--- config.mk ---
export PLATFORM = sky130hd
export DESIGN_NAME = wdt_lockable
export DESIGN_NICKNAME = d
export VERILOG_FILES = /design/src/rtl/wdt_pkg.sv /design/src/rtl/wdt_mode_lock.sv /design/src/rtl/wdt_src_sel.sv /design/src/rtl/wdt_count_core.sv /design/src/rtl/wdt_lockable.sv
export SDC_FILE = /design/constraint.sdc
export NUM_CORES = 1
export LEC_CHECK = 0
export ABC_AREA = 1
export BUFFER_PORTS_ARGS = -buffer_cell sky130_fd_sc_hd__buf_2
export CAP_MARGIN = 40
export CORE_MARGIN = 1.5
export CORE_UTILIZATION = 55
export DETAILED_ROUTE_END_ITERATION = 16
export PLACE_DENSITY = 0.79
export SYNTH_ARGS = -nofsm -noshare
export SYNTH_HDL_FRONTEND = slang
export SYNTH_SLANG_ARGS = --single-unit
--- constraint.sdc ---
create_clock -name clk -period 9.3 [get_ports clk]
set_clock_uncertainty 0.15 [all_clocks]
set_input_delay 0 -clock clk [delete_from_list [all_inputs] [get_ports clk]]
set_output_delay 0 -clock clk [all_outputs]
set_load 0.01 [all_outputs]
--- src/rtl/wdt_pkg.sv ---
package wdt_pkg;

    localparam int MODE_W = 5;
    localparam logic [MODE_W-1:0] MODE_RST = 5'b00111;

    typedef enum logic [1:0] {
        SRC_SLOW = 2'b00,
        SRC_SYS  = 2'b01,
        SRC_OFF  = 2'b10
    } wdt_src_e;

    typedef struct packed {
        logic [MODE_W-1:0] field;
        logic              locked;
    } mode_state_t;

endpackage

--- src/rtl/wdt_mode_lock.sv ---
module wdt_mode_lock
    import wdt_pkg::*;
#(
    parameter int                W       = MODE_W,
    parameter logic [W-1:0]      RST_VAL = MODE_RST
) (
    input  logic         clk,
    input  logic         rst_n,
    input  logic         wr_mode,
    input  logic [W-1:0] wdata,
    output logic [W-1:0] field,
    output logic         wr_accept
);

    typedef struct packed {
        logic [W-1:0] field;
        logic         locked;
    } lock_state_t;

    lock_state_t st_d, st_q;

    always_comb begin
        st_d      = st_q;
        wr_accept = wr_mode && !st_q.locked;
        if (wr_accept) begin
            st_d.field  = wdata;
            st_d.locked = 1'b1;
        end
    end

    always_ff @(posedge clk or negedge rst_n) begin
        if (!rst_n) begin
            st_q.field  <= RST_VAL;
            st_q.locked <= 1'b0;
        end else begin
            st_q <= st_d;
        end
    end

    assign field = st_q.field;

    // once locked, the field no longer changes
    assert_write_once_R3: assert property (@(posedge clk) disable iff (!rst_n)
        st_q.locked |=> $stable(st_q.field));

    // the lock stays set until reset
    assert_lock_sticky_R3: assert property (@(posedge clk) disable iff (!rst_n)
        st_q.locked |=> st_q.locked);

endmodule

--- src/rtl/wdt_src_sel.sv ---
module wdt_src_sel
    import wdt_pkg::*;
#(
    parameter int CNT_W     = 20,
    parameter int SLOW_BASE = 11,
    parameter int FAST_BASE = 13
) (
    input  logic [MODE_W-1:0] field,
    input  logic              keep_slow,
    input  logic              slow_tick,
    input  logic              sys_tick,
    output logic              tick_en,
    output logic              halted,
    output logic [CNT_W-1:0]  cnt_last
);

    wdt_src_e src;
    int       exp_v;

    always_comb begin
        if (keep_slow)       src = SRC_SLOW;
        else if (field[4])   src = SRC_OFF;
        else if (field[3])   src = SRC_SYS;
        else                 src = SRC_SLOW;

        exp_v = ((src == SRC_SYS) ? FAST_BASE : SLOW_BASE) + int'(field[2:0]);

        unique case (src)
            SRC_SLOW: tick_en = slow_tick;
            SRC_SYS:  tick_en = sys_tick;
            default:  tick_en = 1'b0;
        endcase

        halted = (src == SRC_OFF);

        for (int i = 0; i < CNT_W; i++) begin
            cnt_last[i] = (i < exp_v);
        end
    end

endmodule

--- src/rtl/wdt_count_core.sv ---
module wdt_count_core #(
    parameter int CNT_W = 20
) (
    input  logic             clk,
    input  logic             rst_n,
    input  logic             tick_en,
    input  logic             halted,
    input  logic             clear,
    input  logic             bad_key,
    input  logic [CNT_W-1:0] cnt_last,
    output logic             req
);

    typedef struct packed {
        logic [CNT_W-1:0] cnt;
        logic             req;
    } cnt_state_t;

    cnt_state_t st_d, st_q;

    always_comb begin
        st_d     = st_q;
        st_d.req = 1'b0;
        if (halted) begin
            st_d.cnt = '0;
        end else begin
            if (bad_key) begin
                st_d.req = 1'b1;
            end
            if (clear) begin
                st_d.cnt = '0;
            end else if (tick_en) begin
                if (st_q.cnt == cnt_last) begin
                    st_d.cnt = '0;
                    st_d.req = 1'b1;
                end else begin
                    st_d.cnt = st_q.cnt + 1'b1;
                end
            end
        end
    end

    always_ff @(posedge clk or negedge rst_n) begin
        if (!rst_n) begin
            st_q.cnt <= '0;
            st_q.req <= 1'b0;
        end else begin
            st_q <= st_d;
        end
    end

    assign req = st_q.req;

    // a wrong key raises the request one cycle later
    assert_bad_key_req_R10: assert property (@(posedge clk) disable iff (!rst_n)
        (bad_key && !halted) |=> st_q.req);

    // the stopped setting keeps the count at zero and stays quiet
    assert_stop_quiet_R7: assert property (@(posedge clk) disable iff (!rst_n)
        halted |=> (!st_q.req && st_q.cnt == '0));

    // the count never passes the selected terminal value (strap assumed static)
    assert_cnt_range_R5: assert property (@(posedge clk) disable iff (!rst_n)
        st_q.cnt <= cnt_last);

    // without a tick or a clear the count holds
    assert_hold_no_tick_R4: assert property (@(posedge clk) disable iff (!rst_n)
        (!halted && !clear && !tick_en) |=> $stable(st_q.cnt));

    // a request always coincides with a restarted count
    assert_req_wrap_R12: assert property (@(posedge clk) disable iff (!rst_n)
        st_q.req |-> (st_q.cnt == '0));

endmodule

--- src/rtl/wdt_lockable.sv ---
module wdt_lockable
    import wdt_pkg::*;
#(
    parameter int                 CNT_W     = 20,
    parameter int                 DATA_W    = 8,
    parameter int                 SLOW_BASE = 11,
    parameter int                 FAST_BASE = 13,
    parameter logic [DATA_W-1:0]  KICK_KEY  = 8'hAC,
    parameter logic [DATA_W-1:0]  RD_FIXED  = 8'h60
) (
    input  logic              clk,
    input  logic              rst_n,
    input  logic              bus_wr,
    input  logic              bus_addr,
    input  logic [DATA_W-1:0] bus_wdata,
    output logic [DATA_W-1:0] bus_rdata,
    input  logic              slow_tick,
    input  logic              sys_tick,
    input  logic              keep_slow,
    output logic              wdt_rst_req
);

    localparam logic ADDR_MODE = 1'b0;
    localparam logic ADDR_KICK = 1'b1;
    localparam int   HI_W      = DATA_W - MODE_W;

    logic               wr_mode;
    logic               wr_kick;
    logic               mode_accept;
    logic [MODE_W-1:0]  mode_field;
    logic               tick_en;
    logic               halted;
    logic [CNT_W-1:0]   cnt_last;
    logic               clear;
    logic               bad_key;

    assign wr_mode = bus_wr && (bus_addr == ADDR_MODE);
    assign wr_kick = bus_wr && (bus_addr == ADDR_KICK);
    assign bad_key = wr_kick && (bus_wdata != KICK_KEY);
    assign clear   = mode_accept || wr_kick;

    wdt_mode_lock #(
        .W       (MODE_W),
        .RST_VAL (MODE_RST)
    ) u_mode (
        .clk       (clk),
        .rst_n     (rst_n),
        .wr_mode   (wr_mode),
        .wdata     (bus_wdata[MODE_W-1:0]),
        .field     (mode_field),
        .wr_accept (mode_accept)
    );

    wdt_src_sel #(
        .CNT_W     (CNT_W),
        .SLOW_BASE (SLOW_BASE),
        .FAST_BASE (FAST_BASE)
    ) u_src (
        .field     (mode_field),
        .keep_slow (keep_slow),
        .slow_tick (slow_tick),
        .sys_tick  (sys_tick),
        .tick_en   (tick_en),
        .halted    (halted),
        .cnt_last  (cnt_last)
    );

    wdt_count_core #(
        .CNT_W (CNT_W)
    ) u_cnt (
        .clk      (clk),
        .rst_n    (rst_n),
        .tick_en  (tick_en),
        .halted   (halted),
        .clear    (clear),
        .bad_key  (bad_key),
        .cnt_last (cnt_last),
        .req      (wdt_rst_req)
    );

    assign bus_rdata = (bus_addr == ADDR_MODE) ? (RD_FIXED | {{HI_W{1'b0}}, mode_field})
                                               : '0;

    // an accepted mode write is never followed by an immediate overflow
    assert_mode_clear_R11: assert property (@(posedge clk) disable iff (!rst_n)
        (mode_accept && !bad_key) |=> !wdt_rst_req);

endmodule

# [Word-level counts from Yosys, hierarchy flattened]
# Index checks and enable logic that the tools add are counted.
[totals] word_cells=53 memories=0 ram_bits=0 romBits=0 ff_bits=27 input_bits=15 latch_bits=0 output_inout_bits=9
[classes] order_cmp=20 mul=0 div_mod_pow=0 n_eq_ne=4 bitwise=1 muxes=14 shift=0 n_reduce_logical=8 addsub=2
[op_table] operator="5-bit by 32-bit < comparator with 1-bit output, first input constant" n=8
[op_table] operator="4-bit by 32-bit < comparator with 1-bit output, first input constant" n=4
[op_table] operator="6-bit by 32-bit < comparator with 1-bit output, first input constant" n=4
[op_table] operator="3-bit by 32-bit < comparator with 1-bit output, first input constant" n=2
[op_table] operator="20-bit 2-to-1 mux" n=3
[op_table] operator="32-bit by 4-bit adder with 32-bit output" n=1
[op_table] operator="1-bit by 32-bit < comparator with 1-bit output, first input constant" n=1
[op_table] operator="2-bit by 32-bit < comparator with 1-bit output, first input constant" n=1
[op_table] operator="21-bit 2-to-1 mux" n=1
[op_table] operator="20-bit by 1-bit adder with 20-bit output, second input constant" n=1
[op_table] operator="20-bit == test" n=1
[op_table] operator="8-bit != test, second input constant" n=1
[op_table] operator="7-bit 2-to-1 mux" n=1
[op_table] operator="1-bit 2-to-1 mux" n=5
[op_table] operator="1-bit logical AND" n=4
[op_table] operator="2-bit 2-to-1 mux" n=2
[op_table] operator="3-bit 2-to-1 mux" n=1
[op_table] operator="3-bit nonzero test" n=1
[op_table] operator="2-bit by 1-bit == test with 1-bit output, second input constant" n=1
[op_table] operator="2-bit == test, second input constant" n=1
[op_table] operator="2-bit zero test" n=1
[op_table] operator="1-bit case mux with 2 select lines" n=1
[op_table] operator="1-bit zero test" n=1
[op_table] operator="1-bit logical OR" n=1
[op_table] operator="1-bit NOT" n=1

# [Longest topological paths before layout]
# Gate-level depths: netlist of run 1.
[logic_depth] ltp_word=12 ltp_mapped=18 mapped_depth_nobuf=17

# [By module]
# Synthesis of run 1 repeated with hierarchy kept, for this count alone.
[hier_totals] cells_unflattened=417 hier_area_um2=2591.2
[modules_own_cells] mod="wdt_count_core" seq_area_each_um2=525.5 cells_each=280 n_inst=1 area_each_um2=1775.5
[modules_own_cells] mod="wdt_src_sel" seq_area_each_um2=0.0 cells_each=76 n_inst=1 area_each_um2=397.9
[modules_own_cells] mod="wdt_mode_lock" seq_area_each_um2=153.9 cells_each=30 n_inst=1 area_each_um2=271.5
[modules_own_cells] mod="wdt_lockable" seq_area_each_um2=0.0 cells_each=31 n_inst=1 area_each_um2=146.4

# [Least setup slack after synthesis of run 1]
# Ideal clock, no wire load.
[synth_timing] path_type="reg2reg" from="reg u_mode.field[0] (netlist name)" to="reg u_cnt.st_q[17] (netlist name)" n_path_buf=2 stages_incl_launch_ff=16 arrival_ns=2.661 synth_period_minus_slack_ns=2.928 slack_ns=6.372 required_ns=9.033 path_cell_list="dfstp_2 inv_1 fa_1 fa_1 buf_6 o21ai_0 nand2_1 nor2_1 nand3_1 a21oi_1 nand2_1 nor2_2 nand3_2 buf_6 nand3_1 nand2_1"
[synth_between] elab_chain_cells=7
[synth_lines] element="32-bit by 4-bit adder with 32-bit output (*)" line="wdt_src_sel.sv:26" rtl="exp_v = ((src == SRC_SYS) ? FAST_BASE : SLOW_BASE) + int'(field[2:0]);"
[synth_lines] element="1-bit by 32-bit < comparator with 1-bit output (tied with other cells)" line="wdt_src_sel.sv:37" rtl="cnt_last[i] = (i < exp_v);"
[synth_lines] element="20-bit == test (*)" line="wdt_count_core.sv:33" rtl="if (st_q.cnt == cnt_last) begin"
[synth_lines] element="20-bit 2-to-1 mux (*)" line="wdt_count_core.sv:33"
[synth_lines] element="21-bit 2-to-1 mux (*)" line="wdt_count_core.sv:32" rtl="end else if (tick_en) begin"
[synth_lines] element="20-bit 2-to-1 mux (*)" line="wdt_count_core.sv:30" rtl="if (clear) begin"
[synth_lines] element="20-bit 2-to-1 mux (*)" line="wdt_count_core.sv:24" rtl="if (halted) begin"
[synth_lines] element="end signal: assignment" line="wdt_count_core.sv:48" rtl="st_q <= st_d;"
[synth_lines] element="end: declaration" line="wdt_count_core.sv:19" rtl="cnt_state_t st_d, st_q;"
# Mark *: on every way between the ends. The rest lies on a longest branch, timed or not. The select of a mux whose other input is x is not followed.
# A chain may end at the register's enable or synchronous reset.

# [Final worst setup path of run 1]
[layout_timing] from="reg u_mode.field[0] (netlist name)" to="reg u_cnt.st_q[18] (netlist name)"
[layout_between] elab_chain_cells=7
[layout_lines] element="32-bit by 4-bit adder with 32-bit output (*)" line="wdt_src_sel.sv:26"
[layout_lines] element="1-bit by 32-bit < comparator with 1-bit output (tied with other cells)" line="wdt_src_sel.sv:37"
[layout_lines] element="20-bit == test (*)" line="wdt_count_core.sv:33"
[layout_lines] element="20-bit 2-to-1 mux (*)" line="wdt_count_core.sv:33"
[layout_lines] element="21-bit 2-to-1 mux (*)" line="wdt_count_core.sv:32"
[layout_lines] element="20-bit 2-to-1 mux (*)" line="wdt_count_core.sv:30"
[layout_lines] element="20-bit 2-to-1 mux (*)" line="wdt_count_core.sv:24"
# Marks and branches as above.

==> results of run 1 <==
## metrics by stage
| step | worst slack [ns] | instance area [µm²] | hold WS, ns | power, W | cells |
|---|---|---|---|---|---|
| floorplan | 6.37 | 2390 | -0.446 | 0.000129 | 348 |
| global placement | 5.69 | 2480 | -0.113 | 0.000137 | 409 |
| detailed placement | 5.56 | 2480 | -0.109 | 0.000137 | 409 |
| CTS | 5.44 | 2620 | 0.0922 | 0.000207 | 422 |
| global route | 5.28 | 2620 | 0.147 | 0.000215 | 422 |
| finish | 5.39 | 2620 | 0.0988 | 0.000205 | 422 |
## worst max-delay path: cells and delay by family (launching register included)
family,cells,cell delay [ns]
AND/OR/NAND/NOR,8,1.26
flip-flops,1,0.55
adder cells (fa/ha/maj),2,1.26
buffers and inverters,2,0.19
AO/OA/AOI/OAI,2,0.38
## timing repair
action / 4_1_cts / 5_1_grt
gates resized for setup: 0 / 0
endpoints found under the hold margin: 33 / 0
hold buffers: 9 / 0
## logic make-up after synthesis
group	after synthesis	share of synthesized area, %
compound gates	25	5.65
xor+xnor	12	4.40
fa+ha+maj	7	4.29
buf+inv	58	11.4
flops	27	28.4
other cells	1	0.157
simple gates	218	45.7
## cell usage after synthesis (all sizes together)
cell type and instances:
a21oi 12, a22o 1, a31oi 1, buf 10, clkbuf 2, clkinv 1
conb 1, dfrtp 24, dfstp 3, fa 2, ha 5, inv 45
nand2 107, nand3 42, nand3b 10, nand4 11, nor2 35, nor3 8
nor3b 1, nor4 4, o21a 1, o21ai 9, o31ai 1, xnor2 3
xor2 9
## flip-flops by register name, indices dropped and copies added (netlist names)
register,cells
u_mode.field,5
u_cnt.req,1
u_mode.st_q,1
u_cnt.st_q,20
## layer usage
| layer | up-vias | wire, µm | share of wire (%) | global-route usage [%] |
|---|---|---|---|---|
| met2 | 88 | 2670 | 47 | 45.0 |
| met1 | 1079 | 2640 | 46 | 37.9 |
| met4 | 0 | 100 | 1.7 | 7.11 |
| met5 | - | 0 | 0 | 0 |
| li1 | 1164 | - | - | - |
| met3 | 15 | 318 | 5.6 | 2.76 |
## power groups by stage
| stage | clock network, W | registers [W] | logic, W |
|---|---|---|---|
| 2_1_floorplan | 0 | 0.000121 | 0.00000806 |
| 3_3_place_gp | 0 | 0.000121 | 0.0000161 |
| 3_5_place_dp | 0 | 0.000121 | 0.0000163 |
| 4_1_cts | 0.0000697 | 0.000119 | 0.0000188 |
| 5_1_grt | 0.0000749 | 0.000119 | 0.0000210 |
| 6_report | 0.0000680 | 0.000119 | 0.0000188 |
## layout make-up
cell class	count	share of cell area [%]
Clock buffer	3	1.58
Clock inverter	1	0.191
Inverter	46	6.70
Multi-Input combinational cell	263	55.2
Sequential cell	27	26.0
Tap cell	50	2.39
Timing Repair Buffer	32	7.94
## worst max-delay path by stage
stage / to / slack [ns] / cells past startpoint
2_1_floorplan: u_cnt.st_q[17] / 6.37 / 15
3_3_place_gp: u_cnt.st_q[13] / 5.69 / 14
3_5_place_dp: u_cnt.st_q[18] / 5.56 / 14
4_1_cts: u_cnt.st_q[18] / 5.44 / 14
5_1_grt: u_cnt.st_q[18] / 5.28 / 14
6_report: u_cnt.st_q[18] / 5.39 / 14
==> summary.txt, run 1 <==
Critical path
  – Critical R2R Capture: u_cnt.st_q[18]
  – Reg2Reg Setup Slack: 5.39 ns
  – Max FO, Critical Path: 20
  – WP data required: 9.32 ns
  – Most frequent CP cell: nand2_1
  – Critical Path AT: 3.93 ns
  – Reg-to-reg startpoint: u_mode.field[0]
  – Slowest stage cell, crit path: fa_1
  – Largest stage delay, worst path: 0.82 ns
  – Crit path kind: flop to flop
  – Cell Chain, Critical Path: inv_1 > fa_1 > fa_1 > nand2_4 > inv_2 > nand2_2 > o21ai_0 > nand2_1 > a21oi_1 > nand2_1 > nor2_2 > nand3_2 > nand3b_1 > nand2_1
  – Critical path origin: u_mode.field[0]
  – Setup crit start kind: flop
  – R2R cell count: 14
  – CP Capture Type: flop

Power and ir drop
  – Peak supply drop: 0.0648 mV
  – Pint: 0.000155 W
  – Reg power frac: 57.7%
  – PwrDens: 78.5 nW/µm²
  – Clock power share: 33.1%
  – Switching share of power: 24.3%
  – Combinational power share: 9.2%
  – Pleak: 1.23 nW
  – P_sw: 0.0000499 W

Synth
  – Top post-synthesis cells by area: dfrtp_1 (25%), nand2_1 (16%), nand3_2 (5.9%)
  – #FFs+latches synth: 27
  – Top cell type's share of synthesized area: 25.1%
  – Register area share after synthesis: 28.4%
  – Yosys warning count: 0
  – Post-synthesis cell count: 348
  – Synth area leader: dfrtp_1
  – Post-Synthesis Cell Area: 2390 µm²
  – Mapped Nets: 370
  – Synth cell types: 37
  – Synthesized area per cell: 6.87 µm²

Detailed routing
  – Vias per inst: 5.56
  – Post-DRT Antenna Nets: 0
  – Routed wire per std cell: 13.6 µm
  – DRT iter0 DRCs: 221
  – Vias after detailed routing: 2346
  – Pre-antenna DRT Iters: 7
  – DRT Wirelength: 5.72 mm
  – DRC Markers: 0

Cells and area
  – Commonest non-fill, non-tap cell in the layout: nand2_1
  – Synth-to-Final Area Change: 9.42%
  – Fin nets: 395
  – Commonest cells after routing, fill and taps aside: nand2_1 (102), inv_1 (37), nor2_1 (30), nand3_1 (27), dfrtp_1 (24)
  – Share of cells above drive strength 1: 17.7%
  – # diodes: 0
  – Final Util: 64.0%
  – Multi-input gate area: 1450 µm²
  – Register area: 679 µm²
  – FILL cells: 369

STA
  – Fin crit share: 42.0%
  – FMAX: 256 MHz
  – Fin crit period: 3.91 ns
  – Final hold vios: 0
  – Final TNS setup: 0 ns
  – Final setup fails: 0
  – Worst Tran Pin Value: 0.607 ns
  – Slew margin rel.: 59.6%
  – Unrepaired setup endpoints after global routing: no
  – Max-slew violations: 0

Floorplanning
  – Effective utilization at floorplan: 58.5%
  – Die area: 4750 µm²
  – Rows: 23
  – Core area: 4090 µm²
  – Top Ports: 24
  – Die X: 68.9 µm
  – Die Span Y: 68.9 µm

Clocking
  – Num CTS Buffers: 3
  – Worst-Skew Late Latency: 0.28 ns
  – Clk root buf: clkbuf_8
  – CTS tree: built
  – H-Tree Depth: 1
  – Clock Tree Buf Depth: 2
  – Post-CTS Setup Inserts: 0
  – CTS Sinks: 27
  – Clock-pin slew on the worst setup and hold paths: 0.09 ns

Global routing
  – First-pass GRT wire length: 9.66 mm
  – Total grt overflow: 0
  – Initial antenna violation count: 0
  – Number of global-route vias before repair: 2057
  – Tot GR Track Use: 27.1%
  – Largest net degree at the start of global routing: 28

Min path
  – Hold Crit Class: primary input to asynchronous set/reset pin

Status
  – Status: completed

Job
  – Max Cap Violations: 0

Placed design
  – I/O Buffers: 22
  – Dpl hpwl: 4.28 mm
  – GP Congestion: 1.02
Power figures use the tool's default switching activity.
==> run 2: changes to the inputs <==
Clock period 9.3 ns to 3.6 ns, I/O delays scaled along.
==> run 2 against run 1 <==
Against the previous run:
- highest routed layer unchanged
- non-clock buffer count increased by 2
- sequential power increased to 2.6 times the previous value
- via count increased by 2.3%
- combinational power increased to 2.8 times the previous value
- critical path type unchanged
- critical path depth decreased by 1
- global-route usage increased by 1.7 points
- total power increased to 2.6 times the previous value
==> summary.txt, run 2 (synthesized netlist as in run 1, its figures left out) <==
STA
  – Fin crit share: 95.9% (was 42.0%)
  – Max-slew violations: 0 (unchanged)
  – Fin crit period: 3.45 ns (was 3.91 ns)
  – Unrepaired setup endpoints after global routing: no (unchanged)
  – Final setup fails: 0 (unchanged)
  – Slew margin rel.: 58.8% (was 59.6%)
  – Worst Tran Pin Value: 0.618 ns (was 0.607 ns)
  – Final hold vios: 0 (unchanged)
  – FMAX: 290 MHz (was 256 MHz)
  – Final TNS setup: 0 ns (unchanged)

Floorplanning
  – Top Ports: 24 (unchanged)
  – Die area: 4750 µm² (unchanged)
  – Rows: 23 (unchanged)
  – Core area: 4090 µm² (unchanged)
  – Die X: 68.9 µm (unchanged)
  – Die Span Y: 68.9 µm (unchanged)
  – Effective utilization at floorplan: 58.5% (unchanged)

Clocking
  – Clk root buf: clkbuf_8 (unchanged)
  – Num CTS Buffers: 3 (unchanged)
  – Post-CTS Setup Inserts: 0 (unchanged)
  – Worst-Skew Late Latency: 0.28 ns (about the same)
  – Clock Tree Buf Depth: 2 (unchanged)
  – Clock-pin slew on the worst setup and hold paths: 0.10 ns (was 0.09 ns)
  – CTS Sinks: 27 (unchanged)
  – H-Tree Depth: 1 (unchanged)
  – CTS tree: built (unchanged)

Critical path
  – Crit. path cell count: 13 (was 14)
  – Crit path kind: flop to flop (unchanged)
  – Largest stage delay, worst path: 0.72 ns (was 0.82 ns)
  – Reg2Reg Setup Slack: 0.15 ns (was 5.39 ns)
  – Worst Path Buf+Inv: 2 (unchanged)
  – Critical R2R Capture: u_cnt.st_q[15] (was u_cnt.st_q[18])
  – Critical Path AT: 3.48 ns (was 3.93 ns)
  – R2R cell count: 13 (was 14)
  – Setup crit start kind: flop (unchanged)
  – Critical path's top delay family: adder cells (unchanged)
  – Max FO, Critical Path: 18 (was 20)
  – Reg-to-reg startpoint: u_mode.field[0] (unchanged)
  – CP Capture Type: flop (unchanged)
  – WP data required: 3.63 ns (was 9.32 ns)
  – Slowest stage cell, crit path: fa_2 (was fa_1)
  – Cell Chain, Critical Path: inv_1 > fa_1 > fa_2 > nand2_4 > nor2_1 > nand3_1 > xor2_1 > nand3_1 > nor2_1 > nand3_2 > buf_12 > nand3b_1 > nand2_1 (was inv_1 > fa_1 > fa_1 > nand2_4 > inv_2 > nand2_2 > o21ai_0 > nand2_1 > a21oi_1 > nand2_1 > nor2_2 > nand3_2 > nand3b_1 > nand2_1)

Cells and area
  – Fin nets: 397 (was 395)
  – Max reg flops: 20 (unchanged)
  – Biggest regs: u_cnt.st_q (20), u_mode.field (5) (unchanged)
  – Post-route insts no fill: 424 (was 422)
  – Share of cells above drive strength 1: 17.9% (was 17.7%)
  – Synth-to-Final Area Change: 10.7% (was 9.42%)
  – Fin area: 2650 µm² (was 2620 µm²)
  – Commonest cells after routing, fill and taps aside: nand2_1 (102), inv_1 (37), nor2_1 (30), nand3_1 (27), dfrtp_1 (24) (unchanged)
  – Commonest non-fill, non-tap cell in the layout: nand2_1 (unchanged)
  – # diodes: 0 (unchanged)
  – Largest Register: u_cnt.st_q (unchanged)

Placed design
  – GP Congestion: 1.05 (was 1.02)
  – Dpl hpwl: 4.27 mm (was 4.28 mm)
  – DP Area: 2500 µm² (was 2480 µm²)
  – Placed cells: 410 (was 409)
  – I/O Buffers: 22 (unchanged)

Global routing
  – Initial antenna violation count: 0 (unchanged)
  – Total grt overflow: 0 (unchanged)
  – Number of global-route vias before repair: 2165 (was 2057)
  – Largest net degree at the start of global routing: 28 (unchanged)
  – Tot GR Track Use: 28.8% (was 27.1%)
  – First-pass GRT wire length: 10.1 mm (was 9.66 mm)

Job
  – Max Cap Violations: 0 (unchanged)

Detailed routing
  – DRT iter0 DRCs: 191 (was 221)
  – Pre-antenna DRT Iters: 7 (unchanged)
  – DRT Wirelength: 6.02 mm (was 5.72 mm)
  – Vias per inst: 5.66 (was 5.56)
  – Vias after detailed routing: 2401 (was 2346)
  – Post-DRT Antenna Nets: 0 (unchanged)
  – Routed wire per std cell: 14.2 µm (was 13.6 µm)
  – DRC Markers: 0 (unchanged)

Power and ir drop
  – Peak supply drop: 0.171 mV (was 0.0648 mV)
  – PwrDens: 204 nW/µm² (was 78.5 nW/µm²)
  – Pleak: 1.24 nW (was 1.23 nW)

Status
  – Status: completed (unchanged)

Min path
  – Hold Crit Class: primary input to asynchronous set/reset pin (unchanged)
[run 2: changes by cell type in the layout (fill, tap and decap cells not counted), sizes merged]
cell and change:
clkinv -1, clkbuf +1, dlygate4sd3 +1, buf +1
[run 2: cell type report]
class | count | area, µm²
fillers | 360 | 1440
multi-input cells | 263 | 1450
inverters | 46 | 175
clock buffers | 4 | 45.0
repair buffers | 34 | 238
well taps | 50 | 62.6
flip-flops and latches | 27 | 679
[run 2: power breakdown]
part	leakage (nW)	switching (W)	total (W)	internal, W
sequential	0.355	0.00000195	0.000306	0.000304
combinational	0.861	0.0000310	0.0000517	0.0000207
clock	0.0228	0.000102	0.000182	0.0000797
total	1.24	0.000135	0.000540	0.000405
[run 2: metal layers]
layer  global-route usage, %  vias up  part of all wire [%]
met3                    3.08        9                   6.7
met4                    7.84        0                   1.2
met2                    47.7      119                    46
met5                       0        -                     0
li1                        -     1171                     -
met1                    40.0     1102                    46
[run 2: worst max-delay path by stage]
stage,startpoint,end,slack [ns]
3_5_place_dp,u_mode.field[0],u_cnt.st_q[15],0.09
6_report,u_mode.field[0],u_cnt.st_q[15],0.15
5_1_grt,u_mode.field[0],u_cnt.st_q[18],0.04
2_1_floorplan,u_mode.field[0],u_cnt.st_q[17],0.67
3_3_place_gp,u_mode.field[0],u_cnt.st_q[17],0.18
4_1_cts,u_mode.field[0],u_cnt.st_q[15],0.08
[run 2: repair_timing]
| item | CTS | global route |
|---|---|---|
| hold buffers | 10 | 0 |
| endpoints found under the setup margin | 0 | 18 |
| resized for setup | 0 | 1 |
| endpoints found under the hold margin | 33 | 0 |
[run 2: through the flow]
step	worst slack [ns]	power [W]	hold WS (ns)	util, %
after floorplan	0.672	0.000333	-0.446	-
after global placement	0.181	0.000354	-0.112	61.2
after detailed placement	0.0895	0.000354	-0.105	61.2
after CTS	0.0766	0.000538	0.0595	64.7
after global routing	0.0387	0.000552	0.120	64.8
final	0.148	0.000540	0.108	64.8
==> run 3: changes to the inputs <==
Settings changed: CORE_UTILIZATION 55 to 60, PLACE_DENSITY 0.79 to 0.85.
==> run 3 against run 2 <==
Against the previous run:
- clock-buffer cell count is the same
- clock power shrank 3%
- worst setup slack gained 0.080 ns
- global-route usage grew 2.4 points
- critical path type unchanged
- largest power group unchanged
==> summary.txt, run 3 (synthesized netlist as in run 1, its figures left out) <==
Floorplanning
  – Die X: 66.1 µm (was 68.9 µm)
  – Core area: 3740 µm² (was 4090 µm²)
  – Die Span Y: 66.1 µm (was 68.9 µm)
  – Effective utilization at floorplan: 63.9% (was 58.5%)
  – Top Ports: 24 (unchanged)
  – Die area: 4370 µm² (was 4750 µm²)
  – Rows: 22 (was 23)

Critical path
  – Critical Path AT: 3.39 ns (was 3.48 ns)
  – Setup crit start kind: flop (unchanged)
  – WP data required: 3.62 ns (was 3.63 ns)
  – Crit path kind: flop to flop (unchanged)
  – Max FO, Critical Path: 20 (was 18)
  – CP Capture Type: flop (unchanged)

STA
  – Fin crit share: 93.6% (was 95.9%)
  – Unrepaired setup endpoints after global routing: no (unchanged)
  – Max-slew violations: 0 (unchanged)
  – Final hold vios: 0 (unchanged)
  – FMAX: 297 MHz (was 290 MHz)
  – Final setup fails: 0 (unchanged)
  – Final TNS setup: 0 ns (unchanged)
  – Slew margin rel.: 59.5% (was 58.8%)
  – Hold_ws: 0.107 ns (was 0.108 ns)
  – Worst Tran Pin Value: 0.607 ns (was 0.618 ns)
  – Fin crit period: 3.37 ns (was 3.45 ns)

Detailed routing
  – Met1 WL: 2.64 mm (was 2.75 mm)
  – DRT Wirelength: 6.09 mm (was 6.02 mm)
  – Post-DRT Antenna Nets: 0 (unchanged)
  – Vias per inst: 5.66 (about the same)
  – Metal3 WL: 417 µm (was 403 µm)
  – Pre-antenna DRT Iters: 5 (was 7)
  – Uppermost layer routed: met4 (unchanged)
  – DRT iter0 DRCs: 208 (was 191)
  – DRC Markers: 0 (unchanged)
  – Vias after detailed routing: 2404 (was 2401)
  – DR WL met2: 2.92 mm (was 2.79 mm)
  – Routed wire per std cell: 14.3 µm (was 14.2 µm)

Cells and area
  – Share of cells above drive strength 1: 18.6% (was 17.9%)
  – Largest Register: u_cnt.st_q (unchanged)
  – Register area: 679 µm² (unchanged)
  – Fin nets: 400 (was 397)
  – Biggest regs: u_cnt.st_q (20), u_mode.field (5) (unchanged)
  – Commonest cells after routing, fill and taps aside: nand2_1 (102), inv_1 (37), nor2_1 (30), nand3_1 (27), dfrtp_1 (24) (unchanged)
  – Max reg flops: 20 (unchanged)
  – Commonest non-fill, non-tap cell in the layout: nand2_1 (unchanged)
  – FILL cells: 327 (was 360)
  – # diodes: 0 (unchanged)
  – Multi-input gate area: 1450 µm² (unchanged)
  – Synth-to-Final Area Change: 11.0% (was 10.7%)

Status
  – Status: completed (unchanged)

Clocking
  – CTS Sinks: 27 (unchanged)
  – Clk root buf: clkbuf_8 (unchanged)
  – Clock Tree Buf Depth: 2 (unchanged)
  – CTS tree: built (unchanged)
  – Worst-Skew Late Latency: 0.28 ns (about the same)
  – Clock-pin slew on the worst setup and hold paths: 0.09 ns (was 0.10 ns)
  – H-Tree Depth: 1 (unchanged)
  – Num CTS Buffers: 3 (unchanged)

Power and ir drop
  – Peak supply drop: 0.163 mV (was 0.171 mV)
  – Pleak: 1.25 nW (was 1.24 nW)
  – PwrDens: 202 nW/µm² (was 204 nW/µm²)

Global routing
  – Total grt overflow: 0 (unchanged)
  – Largest net degree at the start of global routing: 28 (unchanged)
  – First-pass GRT wire length: 10.5 mm (was 10.1 mm)
  – Initial antenna violation count: 0 (unchanged)
  – Number of global-route vias before repair: 2320 (was 2165)
  – Tot GR Track Use: 31.2% (was 28.8%)

Job
  – Max Cap Violations: 0 (unchanged)

Placed design
  – Dpl hpwl: 4.27 mm (about the same)
  – I/O Buffers: 22 (unchanged)
  – GP Congestion: 1.01 (was 1.05)

Min path
  – Hold Crit Class: primary input to asynchronous set/reset pin (unchanged)
-- run 3: power by group --
part           internal, W  switching, W
sequential        0.000304    0.00000185
combinational    0.0000207     0.0000315
clock            0.0000795     0.0000973
total             0.000405      0.000131
-- run 3: metal layers --
layer,GRT usage (%),vias to the layer above
met5,0,-
met1,42.4,1125
li1,-,1173
met2,51.2,93
met4,10.2,0
met3,4.26,13
-- run 3: timing repair --
item / CTS / global route
setup endpoints to repair: 0 / 20
setup buffers: 0 / 3
hold buffers: 10 / 0
resized for setup: 0 / 1
endpoints found under the hold margin: 33 / 0
-- run 3: worst paths after layout --
path / start / to / slack (ns) / cells after the start
min: rst_n / u_mode.st_q[0] / 0.11 / 2
max: u_mode.field[0] / u_cnt.st_q[4] / 0.23 / 15
max reg2reg: u_mode.field[0] / u_cnt.st_q[4] / 0.23 / 15
min reg2reg: u_mode.st_q[0] / u_mode.st_q[0] / 0.35 / 2
max in group asynchronous: rst_n / u_cnt.st_q[19] / 2.79 / 2
min in group clk: slow_tick / u_cnt.req / 0.12 / 4
-- run 3: area by class of cell --
| cell class | count | share of cell area, % |
|---|---|---|
| Inverter | 46 | 6.60 |
| Timing Repair Buffer | 37 | 9.33 |
| Tap cell | 48 | 2.26 |
| Multi-Input combinational cell | 263 | 54.5 |
| Clock buffer | 4 | 1.70 |
| Sequential cell | 27 | 25.6 |
-- run 3: per-stage QoR --
step / total power (W) / instance area [µm²] / instances / utilization, % / worst slack (ns)
2_1_floorplan: 0.000333 / 2390 / 348 / - / 0.672
5_1_grt: 0.000552 / 2660 / 425 / 70.9 / 0.0387
6_report: 0.000535 / 2660 / 425 / 70.9 / 0.229
3_5_place_dp: 0.000354 / 2480 / 408 / 66.4 / 0.182
4_1_cts: 0.000535 / 2630 / 422 / 70.3 / 0.157
3_3_place_gp: 0.000353 / 2480 / 408 / 66.4 / 0.221
-- run 3: worst max-delay path, cell delays in order, from the launching register on --
cell	delay, ns
dfstp_2	0.56
inv_1	0.09
fa_1	0.46
fa_2	0.66
nand2_4	0.09
inv_2	0.09
nand2_2	0.08
o21ai_0	0.19
nand2_1	0.08
a21oi_1	0.15
nand2_1	0.08
nor2_2	0.12
nand3_2	0.07
buf_4	0.23
nand3b_1	0.11
nand2_1	0.06
